## src/rtl/fa_pkg.sv

```systemverilog
package fa_pkg;
  typedef enum logic {
    TRK_HUNT = 1'b0,
    TRK_LOCK = 1'b1
  } trk_state_e;
endpackage

```

## src/rtl/fa_window.sv

```systemverilog
// Keeps the last FRAME_W bits; win_o adds the current bit as LSB.
module fa_window #(
  parameter int FRAME_W = 20
) (
  input  logic               clk_i,
  input  logic               rst_ni,
  input  logic               clr_i,
  input  logic               bit_i,
  output logic [FRAME_W:0]   win_o
);
  logic [FRAME_W-1:0] sr_q;

  always_ff @(posedge clk_i or negedge rst_ni) begin
    if (!rst_ni)    sr_q <= '0;
    else if (clr_i) sr_q <= '0;
    else            sr_q <= {sr_q[FRAME_W-2:0], bit_i};
  end

  assign win_o = {sr_q, bit_i};
endmodule

```

## src/rtl/fa_phase_hunt.sv

```systemverilog
// One consecutive-hit counter per frame offset; grants acquisition to a sole contender.
module fa_phase_hunt #(
  parameter int FRAME_W     = 20,
  parameter int LOCK_FRAMES = 4,
  localparam int PH_W       = $clog2(FRAME_W),
  localparam int CNT_W      = $clog2(LOCK_FRAMES + 1)
) (
  input  logic            clk_i,
  input  logic            rst_ni,
  input  logic            clr_i,
  input  logic [PH_W-1:0] ph_i,
  input  logic            edge_i,
  output logic            acquire_o
);
  localparam logic [CNT_W-1:0] CNT_SAT = CNT_W'(LOCK_FRAMES);
  localparam logic [CNT_W-1:0] CNT_CON = CNT_W'(LOCK_FRAMES - 1);

  logic [FRAME_W-1:0] sel;
  logic [FRAME_W-1:0] contend;

  for (genvar q = 0; q < FRAME_W; q++) begin : g_ph
    logic [CNT_W-1:0] cnt_q;

    assign sel[q]     = (ph_i == PH_W'(q));
    assign contend[q] = (cnt_q >= CNT_CON);

    always_ff @(posedge clk_i or negedge rst_ni) begin
      if (!rst_ni)     cnt_q <= '0;
      else if (clr_i)  cnt_q <= '0;
      else if (sel[q]) begin
        if (!edge_i)               cnt_q <= '0;
        else if (cnt_q != CNT_SAT) cnt_q <= cnt_q + CNT_W'(1);
      end
    end
  end

  // current offset reaches saturation now, and no other offset is close behind
  assign acquire_o = edge_i && !clr_i && |(sel & contend) && !(|(contend & ~sel));
endmodule

```

## src/rtl/fa_lock_track.sv

```systemverilog
// Holds the locked offset, extracts payload words and counts missing clock edges.
module fa_lock_track #(
  parameter int DATA_W     = 18,
  parameter int MISS_LIMIT = 2,
  localparam int FRAME_W   = DATA_W + 2,
  localparam int PH_W      = $clog2(FRAME_W),
  localparam int MISS_W    = $clog2(MISS_LIMIT + 1)
) (
  input  logic               clk_i,
  input  logic               rst_ni,
  input  logic               pwr_ni,
  input  logic               acquire_i,
  input  logic [PH_W-1:0]    ph_i,
  input  logic [FRAME_W-1:0] frame_i,
  output logic               locked_o,
  output logic [DATA_W-1:0]  word_o,
  output logic               word_vld_o
);
  import fa_pkg::*;

  trk_state_e        st_q;
  logic [PH_W-1:0]   lph_q;
  logic [MISS_W-1:0] miss_q;
  logic [DATA_W-1:0] word_q;
  logic              vld_q;
  logic [DATA_W-1:0] pay;
  logic              frame_ok;

  // frame_i[FRAME_W-1] is the start bit, frame_i[0] the stop bit
  assign frame_ok = frame_i[FRAME_W-1] & ~frame_i[0];

  for (genvar i = 0; i < DATA_W; i++) begin : g_pay
    assign pay[i] = frame_i[FRAME_W-2-i];
  end

  always_ff @(posedge clk_i or negedge rst_ni) begin
    if (!rst_ni) begin
      st_q   <= TRK_HUNT;
      lph_q  <= '0;
      miss_q <= '0;
      word_q <= '1;
      vld_q  <= 1'b0;
    end else begin
      vld_q <= 1'b0;
      if (!pwr_ni) begin
        st_q   <= TRK_HUNT;
        miss_q <= '0;
        word_q <= '1;
      end else if (st_q == TRK_HUNT) begin
        if (acquire_i) begin
          st_q   <= TRK_LOCK;
          lph_q  <= ph_i;
          miss_q <= '0;
          word_q <= pay;
          vld_q  <= 1'b1;
        end
      end else if (ph_i == lph_q) begin
        if (frame_ok) begin
          miss_q <= '0;
          word_q <= pay;
          vld_q  <= 1'b1;
        end else if (miss_q == MISS_W'(MISS_LIMIT - 1)) begin
          st_q   <= TRK_HUNT;
          miss_q <= '0;
          word_q <= '1;
        end else begin
          miss_q <= miss_q + MISS_W'(1);
        end
      end
    end
  end

  assign locked_o   = (st_q == TRK_LOCK);
  assign word_o     = word_q;
  assign word_vld_o = vld_q;
endmodule

```

## src/rtl/fa_frame_aligner.sv

```systemverilog
module fa_frame_aligner #(
  parameter int DATA_W      = 18,
  parameter int LOCK_FRAMES = 4,
  parameter int MISS_LIMIT  = 2,
  localparam int FRAME_W    = DATA_W + 2,
  localparam int PH_W       = $clog2(FRAME_W)
) (
  input  logic              clk_i,
  input  logic              rst_ni,
  input  logic              bit_i,
  input  logic              pwr_ni,
  input  logic              oe_i,
  output logic [DATA_W-1:0] word_o,
  output logic              word_vld_o,
  output logic              lock_no,
  output logic              oe_o
);
  logic [FRAME_W:0]  win;
  logic [PH_W-1:0]   ph_q;
  logic              edge_hit;
  logic              acquire;
  logic              locked;

  always_ff @(posedge clk_i or negedge rst_ni) begin
    if (!rst_ni)                             ph_q <= '0;
    else if (ph_q == PH_W'(FRAME_W - 1))     ph_q <= '0;
    else                                     ph_q <= ph_q + PH_W'(1);
  end

  fa_window #(.FRAME_W(FRAME_W)) u_window (
    .clk_i (clk_i),
    .rst_ni(rst_ni),
    .clr_i (~pwr_ni),
    .bit_i (bit_i),
    .win_o (win)
  );

  // previous stop 0, start 1, own stop 0
  assign edge_hit = ~win[FRAME_W] & win[FRAME_W-1] & ~win[0];

  fa_phase_hunt #(
    .FRAME_W    (FRAME_W),
    .LOCK_FRAMES(LOCK_FRAMES)
  ) u_hunt (
    .clk_i    (clk_i),
    .rst_ni   (rst_ni),
    .clr_i    (locked | ~pwr_ni),
    .ph_i     (ph_q),
    .edge_i   (edge_hit),
    .acquire_o(acquire)
  );

  fa_lock_track #(
    .DATA_W    (DATA_W),
    .MISS_LIMIT(MISS_LIMIT)
  ) u_track (
    .clk_i     (clk_i),
    .rst_ni    (rst_ni),
    .pwr_ni    (pwr_ni),
    .acquire_i (acquire),
    .ph_i      (ph_q),
    .frame_i   (win[FRAME_W-1:0]),
    .locked_o  (locked),
    .word_o    (word_o),
    .word_vld_o(word_vld_o)
  );

  assign lock_no = ~locked;
  assign oe_o    = pwr_ni & oe_i;
endmodule

```

## config.mk

```make
export PLATFORM = sky130hd
export DESIGN_NAME = fa_frame_aligner
export DESIGN_NICKNAME = d
export VERILOG_FILES = /design/src/rtl/fa_pkg.sv /design/src/rtl/fa_window.sv /design/src/rtl/fa_phase_hunt.sv /design/src/rtl/fa_lock_track.sv /design/src/rtl/fa_frame_aligner.sv
export SDC_FILE = /design/constraint.sdc
export NUM_CORES = 1
export LEC_CHECK = 0
export CORE_MARGIN = 10
export CORE_UTILIZATION = 43
export DETAILED_ROUTE_END_ITERATION = 16
export GPL_ROUTABILITY_DRIVEN = 1
export PLACE_DENSITY = 0.64
export SLEW_MARGIN = 20
export SYNTH_ARGS = -nofsm -noshare
export SYNTH_HDL_FRONTEND = slang
export SYNTH_SLANG_ARGS = --single-unit
```

## constraint.sdc

```tcl
create_clock -name clk_i -period 5.1 [get_ports clk_i]
set_clock_uncertainty 0.2 [all_clocks]
set_input_delay 1.02 -clock clk_i [delete_from_list [all_inputs] [get_ports clk_i]]
set_output_delay 1.02 -clock clk_i [all_outputs]
set_load 0.005 [all_outputs]
```

; ---- After elaboration in Yosys (flattened, before gate mapping)
; Cells that the tools add are included.
[classes]
addsub = 22
mul = 0
div_mod_pow = 0
order_cmp = 20
n_eq_ne = 64
shifts = 0
n_mux = 104
bitwise = 12
reduce_logical = 51
[op_table]
columns = op, n
row1 = 3-bit two-way mux, 80
row2 = 18-bit two-way mux, 6
row3 = "3-bit inequality test, second input constant", 21
row4 = "3-bit by 1-bit adder with 3-bit output, second input constant", 20
row5 = "3-bit by 2-bit >= comparator with 1-bit output, second input constant", 20
row6 = "3-bit by 2-bit inequality test with 1-bit output, second input constant", 20
row7 = 2-bit AND reduction, 21
row8 = 20-bit AND, 2
row9 = "5-bit by 4-bit == test with 1-bit output, second input constant", 8
row10 = 2-bit nonzero test, 20
row11 = 20-bit OR reduction, 2
row12 = "5-bit by 3-bit == test with 1-bit output, second input constant", 4
row13 = "5-bit == test, second input constant", 4
row14 = 20-bit two-way mux, 1
row15 = 20-bit NOT, 1
row16 = 2-bit two-way mux, 6
row17 = "5-bit by 2-bit == test with 1-bit output, second input constant", 2
row18 = 1-bit two-way mux, 10
row19 = 3-bit AND reduction, 2
row20 = "5-bit by 1-bit adder with 5-bit output, second input constant", 1
row21 = "5-bit by 1-bit == test with 1-bit output, second input constant", 1
row22 = 5-bit == test, 1
row23 = 5-bit zero test, 1
row24 = 5-bit two-way mux, 1
row25 = other kinds (9), 18
[word_totals]
register_bits = 112
latchBits = 0
ram_bits = 0
romBits = 0
out_inout_bits = 21
elab_cells = 300
n_memories = 0

; ---- Logic depth before layout (Yosys ltp)
; Gate-level depths: netlist (run 1).
[logic_depth]
ltp_word = 9
depth_mapped = 13

; ---- Cells and area by module
; Synthesis (run 1) repeated with hierarchy kept, for this count alone.
[hier_totals]
cells_unflattened = 703
hier_area_um2 = 6725.2
[by_module_without_submodules]
columns = module, n_inst, cells_each, area_each_um2, seq_area_each_um2
row1 = fa_phase_hunt, 1, 521, 4431.8, 1501.4
row2 = fa_lock_track, 1, 117, 1330.0, 698.2
row3 = fa_window, 1, 43, 725.7, 500.5
row4 = fa_frame_aligner, 1, 22, 237.7, 125.1

; ---- Worst setup path after synthesis (run 1)
; No wires, ideal clock.
[synth_path]
path_kind = in2reg
from = input pwr_ni
to = register u_track.word_q[10], in the netlist u_track.word_o[10]
arrival_ps = 3062
t_required_ps = 4820
setup_slack_ps = 1758
stages = 11
path_buffers = 4
cell_sequence = buf_4 > nand2b_2 > buf_6 > or3_1 > buf_2 > nor3_2 > nand4_1 > a211oi_4 > o221ai_4 > buf_6 > o22a_1
[synth_via]
elab_chain_len = 8
elab_cells_between_ends = 11
cone_classes = eq/ne (3) / mux (1) / bitwise (2) / reduce/logical (5)
[synth_lines]
columns = element, line
row1 = start: declaration, fa_frame_aligner.sv:11  ; input logic pwr_ni,
row2 = 1-bit NOT, fa_frame_aligner.sv:47  ; .clr_i (locked | ~pwr_ni),
row3 = 1-bit OR, fa_frame_aligner.sv:47
row4 = 1-bit zero test, fa_phase_hunt.sv:38  ; assign acquire_o = edge_i && !clr_i && |(sel & contend) && !(|(contend & ~sel));
row5 = 1-bit logical AND (3 in series), fa_phase_hunt.sv:38
row6 = 3-bit by 1-bit inequality test with 1-bit output (no source line), -
row7 = 3-bit AND reduction (no source line), -
row8 = end signal: assignment, fa_lock_track.sv:54  ; word_q <= pay;
row9 = end signal: assignment, fa_lock_track.sv:60  ; word_q <= pay;
row10 = end: declaration, fa_lock_track.sv:24  ; logic [DATA_W-1:0] word_q;
; Several ways; a longest one is shown, not always the timed one.
; A chain may end at the register's enable or synchronous reset.

; ---- Worst setup path after layout (run 1)
[layout_path]
from = register ph_q[0]
to = register u_track.word_q[17], in the netlist u_track.word_o[17]
[layout_via]
elab_chain_len = 8
elab_cells_between_ends = 32
cone_classes = eq/ne (22) / bitwise (3) / reduce/logical (7)
[layout_lines]
columns = element, line
row1 = start: declaration, fa_frame_aligner.sv:19  ; logic [PH_W-1:0] ph_q;
row2 = start signal: assignment, fa_frame_aligner.sv:27  ; else ph_q <= ph_q + PH_W'(1);
row3 = 5-bit by 1-bit == test with 1-bit output (tied with other cells), fa_phase_hunt.sv:24  ; assign sel[q] = (ph_i == PH_W'(q));
row4 = 20-bit NOT, fa_phase_hunt.sv:38
row5 = 20-bit AND, fa_phase_hunt.sv:38
row6 = 20-bit OR reduction, fa_phase_hunt.sv:38
row7 = 1-bit zero test, fa_phase_hunt.sv:38
row8 = 1-bit logical AND, fa_phase_hunt.sv:38
row9 = 3-bit by 1-bit inequality test with 1-bit output (no source line), -
row10 = 3-bit AND reduction (no source line) (*), -
; Mark *: on every way between the ends. The rest lies on a longest branch, timed or not.

==> flow_summary.ini, run 1 <==
[finish]
multi_input_area_um2 = 3180
instances_no_fill = 830
antenna_cells = 0
drive_gt1_share_pct = 13.0
area.growth.synth_to_final_pct = 11.4
fin_nets = 711
n_fill_cell = 1313
seq_area_um2 = 2830

[detailed_routing]
drc = 0
route.final.wire_length_um = 13500
vias_per_cell = 5.60
drt.antenna.violating_nets = 0
initialDrtViolationCount = 258
wl_per_cell_um = 16.2
dr.pass1.iters = 4
vias = 4651

[logic_synthesis]
syn_area_um2 = 6400
ys.flop_type = dfrtp_1
yosysWarnings = 0
syn_nets = 692
synth_top_area_share_pct = 36.8
synth_edf_count = 0
yosys-top-cells-area = dfrtp_1 (37%), ha_1 (13%), dfstp_2 (7.4%)
syn_area_per_cell_um2 = 10.3
yosys.cell_types.count = 60
synth_area_leader_cell = dfrtp_1
yosys-top-cells-count = dfrtp_1 (94), inv_1 (71), ha_1 (65)
yosysSeqAreaShare_pct = 44.2
netlist_instances = 622
synth_seq_cells = 112
yosysMostFrequentCell = dfrtp_1
synthArstFlopShare_pct = 100

[run_status]
status = completed

[power]
pwr-share-comb_pct = 3.3
p_seq_share_pct = 52.4
powerDensity_nw_per_um2 = 238
switching_share_pct = 25.4
p_leak_nw = 3.17
vdd_drop_max_mv = 0.163
power_frac_clock_pct = 44.3
internal-power_mw = 1.27
p_switching_mw = 0.432

[floorplan]
start_util_pct = 44.0
core_area_um2 = 14500
die-area_um2 = 20200
io_pins = 26
die_y_um = 142
die-width_um = 142
rows = 44

[sta]
grt_setup_unrepaired = no
finalSetupTns_ps = 0
worst-slew-pin-transition_ps = 760
maxSlewViolCount = 0
fin_crit_ps = 3830
hold_viol = 0
slew-limit-headroom_pct = 48.7
fmax_mhz = 261
fin_crit_sh_pct = 75.2
setup_viol = 0

[critical_path]
worstSetupPathType = register to register
crit_chain = ha_1 -> nor2b_1 -> a21boi_0 -> a2111oi_4 -> nand4_1 -> a211oi_4 -> or2_1 -> o22a_2
slowest_delay_ps = 660
cp_max_fo = 18
cp_slowest_cell = or2_1
worstPathRequired_ps = 5220
cp.arrival_ps = 3950
endpoint_kind = register
startpoint_type = register

[grt]
grt_max_degree = 58
overflow = 0
antenna_found_initial = 0
grt_pass1_vias = 4800
grt_usage_pct = 13.9
grt_pass1_wl_um = 23200

[placement]
io_buffers = 25
dp.cells = 814
place_hpwl_um = 9640
gp_congestion = 0.858

[cts]
post_cts_buffers = 0
clk_latency_ps = 370
cts-root-buf = clkbuf_16
cts_num_sinks = 112
hold_buffers = 0
cts_buffer_depth = 2
cts_resized = 0
cts_tree = done
cts_buffers = 9
clkTransAtPathRegs_ps = 80
htree_levels = 3

[run]
maxCapViolCount = 0

[hold_path]
hold_path_class = register to register
==> layout make-up <==
cell class / instances / share of cell area [%]
Multi-Input combinational cell: 417 / 44.6
Sequential cell: 112 / 39.6
Timing Repair Buffer: 30 / 4.18
Inverter: 71 / 3.74
Tap cell: 184 / 3.23
Clock buffer: 9 / 3.16
Clock inverter: 7 / 1.42
==> routing by layer <==
metal	global-route usage, %	wire [um]	vias to the layer above
li1	-	-	2242
met1	17.1	6000	2294
met2	22.9	6510	98
met3	4.31	747	17
met4	4.09	194	0
met5	0	0	-
==> metrics by stage <==
step                hold slack (ps)  total power, mW  utilization (%)  area, um^2  setup slack [ps]
floorplan                       259            0.934                -        6400              1760
CTS                             296             1.73             49.0        7130              1300
global route                    315             1.76             49.0        7130               979
finish                          292             1.70             49.0        7130              1270
global placement                267            0.963             46.8        6800              1040
detailed placement              273            0.965             46.8        6800               959
==> cells in the final DEF (no fill, tap or decap), types with 8 or more instances in the layout <==
cell	n
dfrtp_1	94
inv_1	71
ha_1	65
nand2_1	62
o21ai_0	28
a21oi_1	25
clkdlybuf4s50_1	24
and2_1	23
mux2_2	22
dfstp_2	18
nand3_1	16
o22ai_1	16
a211oi_1	15
a22o_1	15
o22a_1	13
a21boi_0	12
nor2_1	10
nor3_1	9
clkbuf_16	9
nor2b_1	8
==> critical path: cells and delay by family (launching register included) <==
kind / cells / cell delay (ps)
AO/OA/AOI/OAI: 4 / 1350
AND/OR/NAND/NOR: 3 / 1390
adder cells (fa/ha/maj): 1 / 350
flip-flops: 1 / 490
==> registers in the layout, summed over array words and instances, names as in the netlist <==
register,flops
u_track.lph_q,5
ph_q,5
u_track.word_o,18
u_window.sr_q,20
u_track.locked_o,1
u_track.word_vld_o,1
u_track.miss_q,2
u_hunt.g_ph.cnt_q,60
==> power groups by stage <==
| stage | Combinational [mW] | Clock, mW | Sequential [mW] |
|---|---|---|---|
| after global routing | 0.0640 | 0.808 | 0.890 |
| after global placement | 0.0556 | 0 | 0.907 |
| after floorplan | 0.0272 | 0 | 0.907 |
| final | 0.0553 | 0.752 | 0.890 |
| after CTS | 0.0575 | 0.778 | 0.890 |
| after detailed placement | 0.0575 | 0 | 0.907 |
==> logic make-up after synthesis <==
kind of cell | share of synthesized area, %
AOI/OAI and AO/OA | 20.7
muxes | 3.87
adders and majority gates | 12.7
xor gates and xnor gates | 0.821
and+or+nand+nor | 11.6
DFF | 44.2
buffers and inverters | 6.20
==> final timing paths <==
kind                                             from                              endpoint  slack (ps)  cells after the start
setup / recovery                    ph_q[0]$_DFF_PN0_        u_track.word_o[17]$_DFFE_PN1P_        1270                      8
hold / removal             u_window.sr_q[7]$_DFF_PN0_            u_window.sr_q[8]$_DFF_PN0_         290                      1
setup reg to reg                    ph_q[0]$_DFF_PN0_        u_track.word_o[17]$_DFFE_PN1P_        1270                      8
hold reg to reg            u_window.sr_q[7]$_DFF_PN0_            u_window.sr_q[8]$_DFF_PN0_         290                      1
max in group asynchronous                      rst_ni         u_track.word_o[9]$_DFFE_PN1P_        3410                      2
min in group asynchronous                      rst_ni  u_hunt.g_ph[10].cnt_q[1]$_DFFE_PN0P_         490                      1
No activity file was read; power rests on OpenSTA's default activity.
==> run 2, diff against run 1 <==
- clock period: 5.1 -> 3.7 ns (I/O delays scaled with it)
==> flow_summary.ini, run 2 (synthesized netlist as in run 1, its figures left out) <==
[run_status]
status = completed

[detailed_routing]
vias = 4681
wl_per_cell_um = 16.1
vias_per_cell = 5.57
drc = 0
met1_length_um = 6040
drt.antenna.violating_nets = 0
initialDrtViolationCount = 282
route.final.wire_length_um = 13500
dr_wl_met3_um = 677
top_layer = met4
met2_length_um = 6610
dr.pass1.iters = 5

[cts]
htree_levels = 3
post_cts_buffers = 0
hold_buffers = 0
clkTransAtPathRegs_ps = 80
cts_tree = done
cts_resized = 0
cts_num_sinks = 112
cts_buffer_depth = 2
cts-root-buf = clkbuf_16
cts_buffers = 9
clk_latency_ps = 360

[floorplan]
die-area_um2 = 20200
die-width_um = 142
io_pins = 26
die_y_um = 142
core_area_um2 = 14500
rows = 44
start_util_pct = 44.0

[critical_path]
cp_slowest_cell = or2_1
cp_max_fo = 18
crit_buf_inv = 0
cp.arrival_ps = 3570
crit_chain = ha_1 -> ha_1 -> a211oi_1 -> a31oi_1 -> nor4_1 -> nand3_1 -> a211oi_4 -> or2_1 -> o22a_2
cpLargestDelayFamily = compound AO/OA/AOI/OAI gates
worstSetupPathType = register to register
slowest_delay_ps = 590
startpoint = u_hunt.g_ph[8].cnt_q[0]$_DFFE_PN0P_
cpMostUsedCell = ha_1
r2r-start = u_hunt.g_ph[8].cnt_q[0]$_DFFE_PN0P_
worstPathRequired_ps = 3810
endpoint_kind = register
startpoint_type = register

[finish]
n_fill_cell = 1343
final_cell_mix = dfrtp_1 (94), inv_1 (71), ha_1 (65)
largest_reg_flops = 60
top_register = u_hunt.g_ph.cnt_q
antenna_cells = 0
utilization_pct = 49.5
seq_area_um2 = 2830
fin_nets = 722
mostFrequentLayoutCell = dfrtp_1
area.growth.synth_to_final_pct = 12.5
drive_gt1_share_pct = 14.5
multi_input_area_um2 = 3180

[grt]
grt_pass1_vias = 4830
grt_max_degree = 52
overflow = 0
grt_usage_pct = 14.0
antenna_found_initial = 0
grt_pass1_wl_um = 23400

[sta]
slew-limit-headroom_pct = 45.3
hold_viol = 0
fin_crit_sh_pct = 93.4
maxSlewViolCount = 0
fin_crit_ps = 3460
fmax_mhz = 289
setup_viol = 0
worst-slew-pin-transition_ps = 811
grt_setup_unrepaired = no
fin_hold_ws_ps = 77.8
finalSetupTns_ps = 0

[power]
vdd_drop_max_mv = 0.206
powerDensity_nw_per_um2 = 320
p_leak_nw = 3.22
p_total_mw = 2.30

[placement]
gp_congestion = 0.928
place_hpwl_um = 9850
io_buffers = 25

[hold_path]
hold_path_class = input pin to asynchronous set/reset pin

[run]
maxCapViolCount = 0
run 2: per-stage QoR:
stage / cells / worst slack [ps] / instance area [um^2]
6_report: 841 / 245 / 7200
3_3_place_gp: 825 / 195 / 6880
5_1_grt: 841 / 60.8 / 7200
2_1_floorplan: 622 / 638 / 6400
4_1_cts: 841 / 246 / 7200
3_5_place_dp: 825 / 76.1 / 6880
run 2: power by group:
| part | internal (mW) | total [mW] | switching (mW) |
|---|---|---|---|
| combinational | 0.0231 | 0.0779 | 0.0548 |
| sequential | 1.23 | 1.23 | 0.00108 |
| clock | 0.485 | 0.998 | 0.513 |
| total | 1.73 | 2.30 | 0.569 |
run 2: final timing paths:
path	endpoint	slack (ps)	cells after the start
hold / removal	u_hunt.g_ph[1].cnt_q[1]$_DFFE_PN0P_	80	1
max in group asynchronous	u_track.word_o[11]$_DFFE_PN1P_	2410	2
setup / recovery	u_track.word_o[3]$_DFFE_PN1P_	240	9
min in group clk_i	u_window.sr_q[18]$_DFF_PN0_	290	1
hold reg to reg	u_window.sr_q[18]$_DFF_PN0_	290	1
setup reg to reg	u_track.word_o[3]$_DFFE_PN1P_	240	9
run 2: final cells by class:
| class | instances | share of cell area, % |
|---|---|---|
| multi-input combinational | 417 | 44.2 |
| clock buffer | 9 | 3.13 |
| inverter | 71 | 3.70 |
| timing repair buffer | 41 | 5.29 |
| clock inverter | 7 | 1.22 |
| sequential | 112 | 39.3 |
| tap | 184 | 3.20 |
run 2: metal layers:
metal  GRT usage (%)  vias up
met5               0        -
met4            4.90        0
met3            3.81       17
met2            23.3       88
met1            17.0     2322
li1                -     2254
==> run 3, diff against run 2 <==
- DONT_BUFFER_PORTS: default -> 1
- PLACE_DENSITY: 0.64 -> 0.62
- SLEW_MARGIN: 20 -> 0
==> flow_summary.ini, run 3 (synthesized netlist as in run 1, its figures left out) <==
[floorplan]
die-width_um = 142
die-area_um2 = 20200
die_y_um = 142
io_pins = 26
start_util_pct = 44.0
rows = 44
core_area_um2 = 14500

[critical_path]
worstSetupPathType = register to register
worstPathRequired_ps = 3810
cpLargestDelayFamily = compound AO/OA/AOI/OAI gates
cp_slowest_cell = o221ai_4
crit_chain = ha_1 -> ha_1 -> a211oi_1 -> or3_1 -> a21oi_1 -> a2111oi_2 -> a211oi_4 -> o221ai_4 -> o22a_2
crit_buf_inv = 0
slowest_delay_ps = 560
endpoint_kind = register
startpoint_type = register
cpMostUsedCell = ha_1
cp_max_fo = 19
cp.arrival_ps = 3380

[cts]
post_cts_buffers = 0
cts-root-buf = clkbuf_16
cts_buffer_depth = 2
clkTransAtPathRegs_ps = 80
cts_num_sinks = 112
htree_levels = 3
cts_buffers = 9
clk_latency_ps = 370
cts_tree = done

[finish]
drive_gt1_share_pct = 14.6
n_fill_cell = 1333
top_register = u_hunt.g_ph.cnt_q
final_cell_mix = dfrtp_1 (94), inv_1 (71), ha_1 (65)
area.growth.synth_to_final_pct = 8.90
instances_no_fill = 815
antenna_cells = 0
largest_reg_flops = 60
mostFrequentLayoutCell = dfrtp_1
fin_nets = 696

[sta]
setup_viol = 0
worst-slew-pin-transition_ps = 723
hold_viol = 0
slew-limit-headroom_pct = 51.6
fin_hold_ws_ps = 98.5
finalSetupTns_ps = 0
maxSlewViolCount = 0
fmax_mhz = 305
fin_crit_ps = 3280
grt_setup_unrepaired = no
fin_crit_sh_pct = 88.6

[grt]
overflow = 0
grt_max_degree = 95
antenna_found_initial = 0
grt_pass1_wl_um = 23100
grt_usage_pct = 13.9
grt_pass1_vias = 4718

[detailed_routing]
dr.pass1.iters = 5
route.final.wire_length_um = 13700
vias = 4604
vias_per_cell = 5.65
wl_per_cell_um = 16.8
drt.antenna.violating_nets = 0
drc = 0
initialDrtViolationCount = 336

[power]
power_frac_clock_pct = 44.2
pwr-share-comb_pct = 3.1
vdd_drop_max_mv = 0.225
p_seq_share_pct = 52.7
p_switching_mw = 0.583
powerDensity_nw_per_um2 = 334
p_leak_nw = 3.11
internal-power_mw = 1.74
switching_share_pct = 25.1

[placement]
place_hpwl_um = 9460
gp_congestion = 0.874
dp.cells = 796
io_buffers = 0

[run_status]
status = completed

[run]
maxCapViolCount = 0

[hold_path]
hold_path_class = input pin to asynchronous set/reset pin
[run 3: cell count changes in the layout (fill, tap and decap cells not counted), sizes merged]
cell,delta
dlygate4sd3,+2
clkinv,-1
clkdlybuf4s50,-24
inv,+1
buf,-4
[run 3: metal layers]
metal / global-route usage [%] / vias to the layer above / share of wire [%]
met4: 4.03 / 0 / 1.3
met1: 17.4 / 2316 / 45
li1: - / 2215 / -
met2: 22.9 / 60 / 50
met3: 3.91 / 13 / 3.8
met5: 0 / - / 0
[run 3: final timing paths]
path,start,endpoint,slack [ps],cells after the start
max,u_hunt.g_ph[1].cnt_q[0]$_DFFE_PN0P_,u_track.word_o[3]$_DFFE_PN1P_,420,9
min,rst_ni,u_hunt.g_ph[10].cnt_q[2]$_DFFE_PN0P_,100,1
max reg2reg,u_hunt.g_ph[1].cnt_q[0]$_DFFE_PN0P_,u_track.word_o[3]$_DFFE_PN1P_,420,9
min reg2reg,u_window.sr_q[13]$_DFF_PN0_,u_window.sr_q[14]$_DFF_PN0_,290,1
max in group asynchronous,rst_ni,u_track.word_o[14]$_DFFE_PN1P_,2220,1
min in group clk_i,u_window.sr_q[13]$_DFF_PN0_,u_window.sr_q[14]$_DFF_PN0_,290,1
[run 3: repair_timing]
item / 4_1_cts / 5_1_grt
endpoints found under the hold margin: 94 / 12
hold buffers: 1 / 2
endpoints found under the setup margin: 0 / 6
resized for setup: 0 / 1
[run 3: layout make-up]
cell class / instances / area, um^2 / area share, %
multi-input combinational: 417 / 3180 / 45.7
sequential: 112 / 2830 / 40.6
inverter: 71 / 267 / 3.83
tap: 184 / 230 / 3.30
clock buffer: 9 / 225 / 3.23
timing repair buffer: 15 / 138 / 1.98
clock inverter: 7 / 101 / 1.45
[run 3: power groups by stage]
| stage | Combinational [mW] | Sequential (mW) | Clock (mW) |
|---|---|---|---|
| after global routing | 0.0814 | 1.23 | 1.11 |
| after global placement | 0.0395 | 1.25 | 0 |
| after detailed placement | 0.0413 | 1.25 | 0 |
| after floorplan | 0.0374 | 1.25 | 0 |
| after CTS | 0.0668 | 1.23 | 1.06 |
| final | 0.0717 | 1.23 | 1.03 |
[run 3: stage by stage]
step	util (%)	setup slack, ps	instance area, um^2	power [mW]
2_1_floorplan	-	638	6400	1.29
3_3_place_gp	45.4	361	6590	1.29
3_5_place_dp	45.4	232	6590	1.29
4_1_cts	47.8	241	6950	2.35
5_1_grt	47.9	193	6970	2.42
6_report	47.9	423	6970	2.33
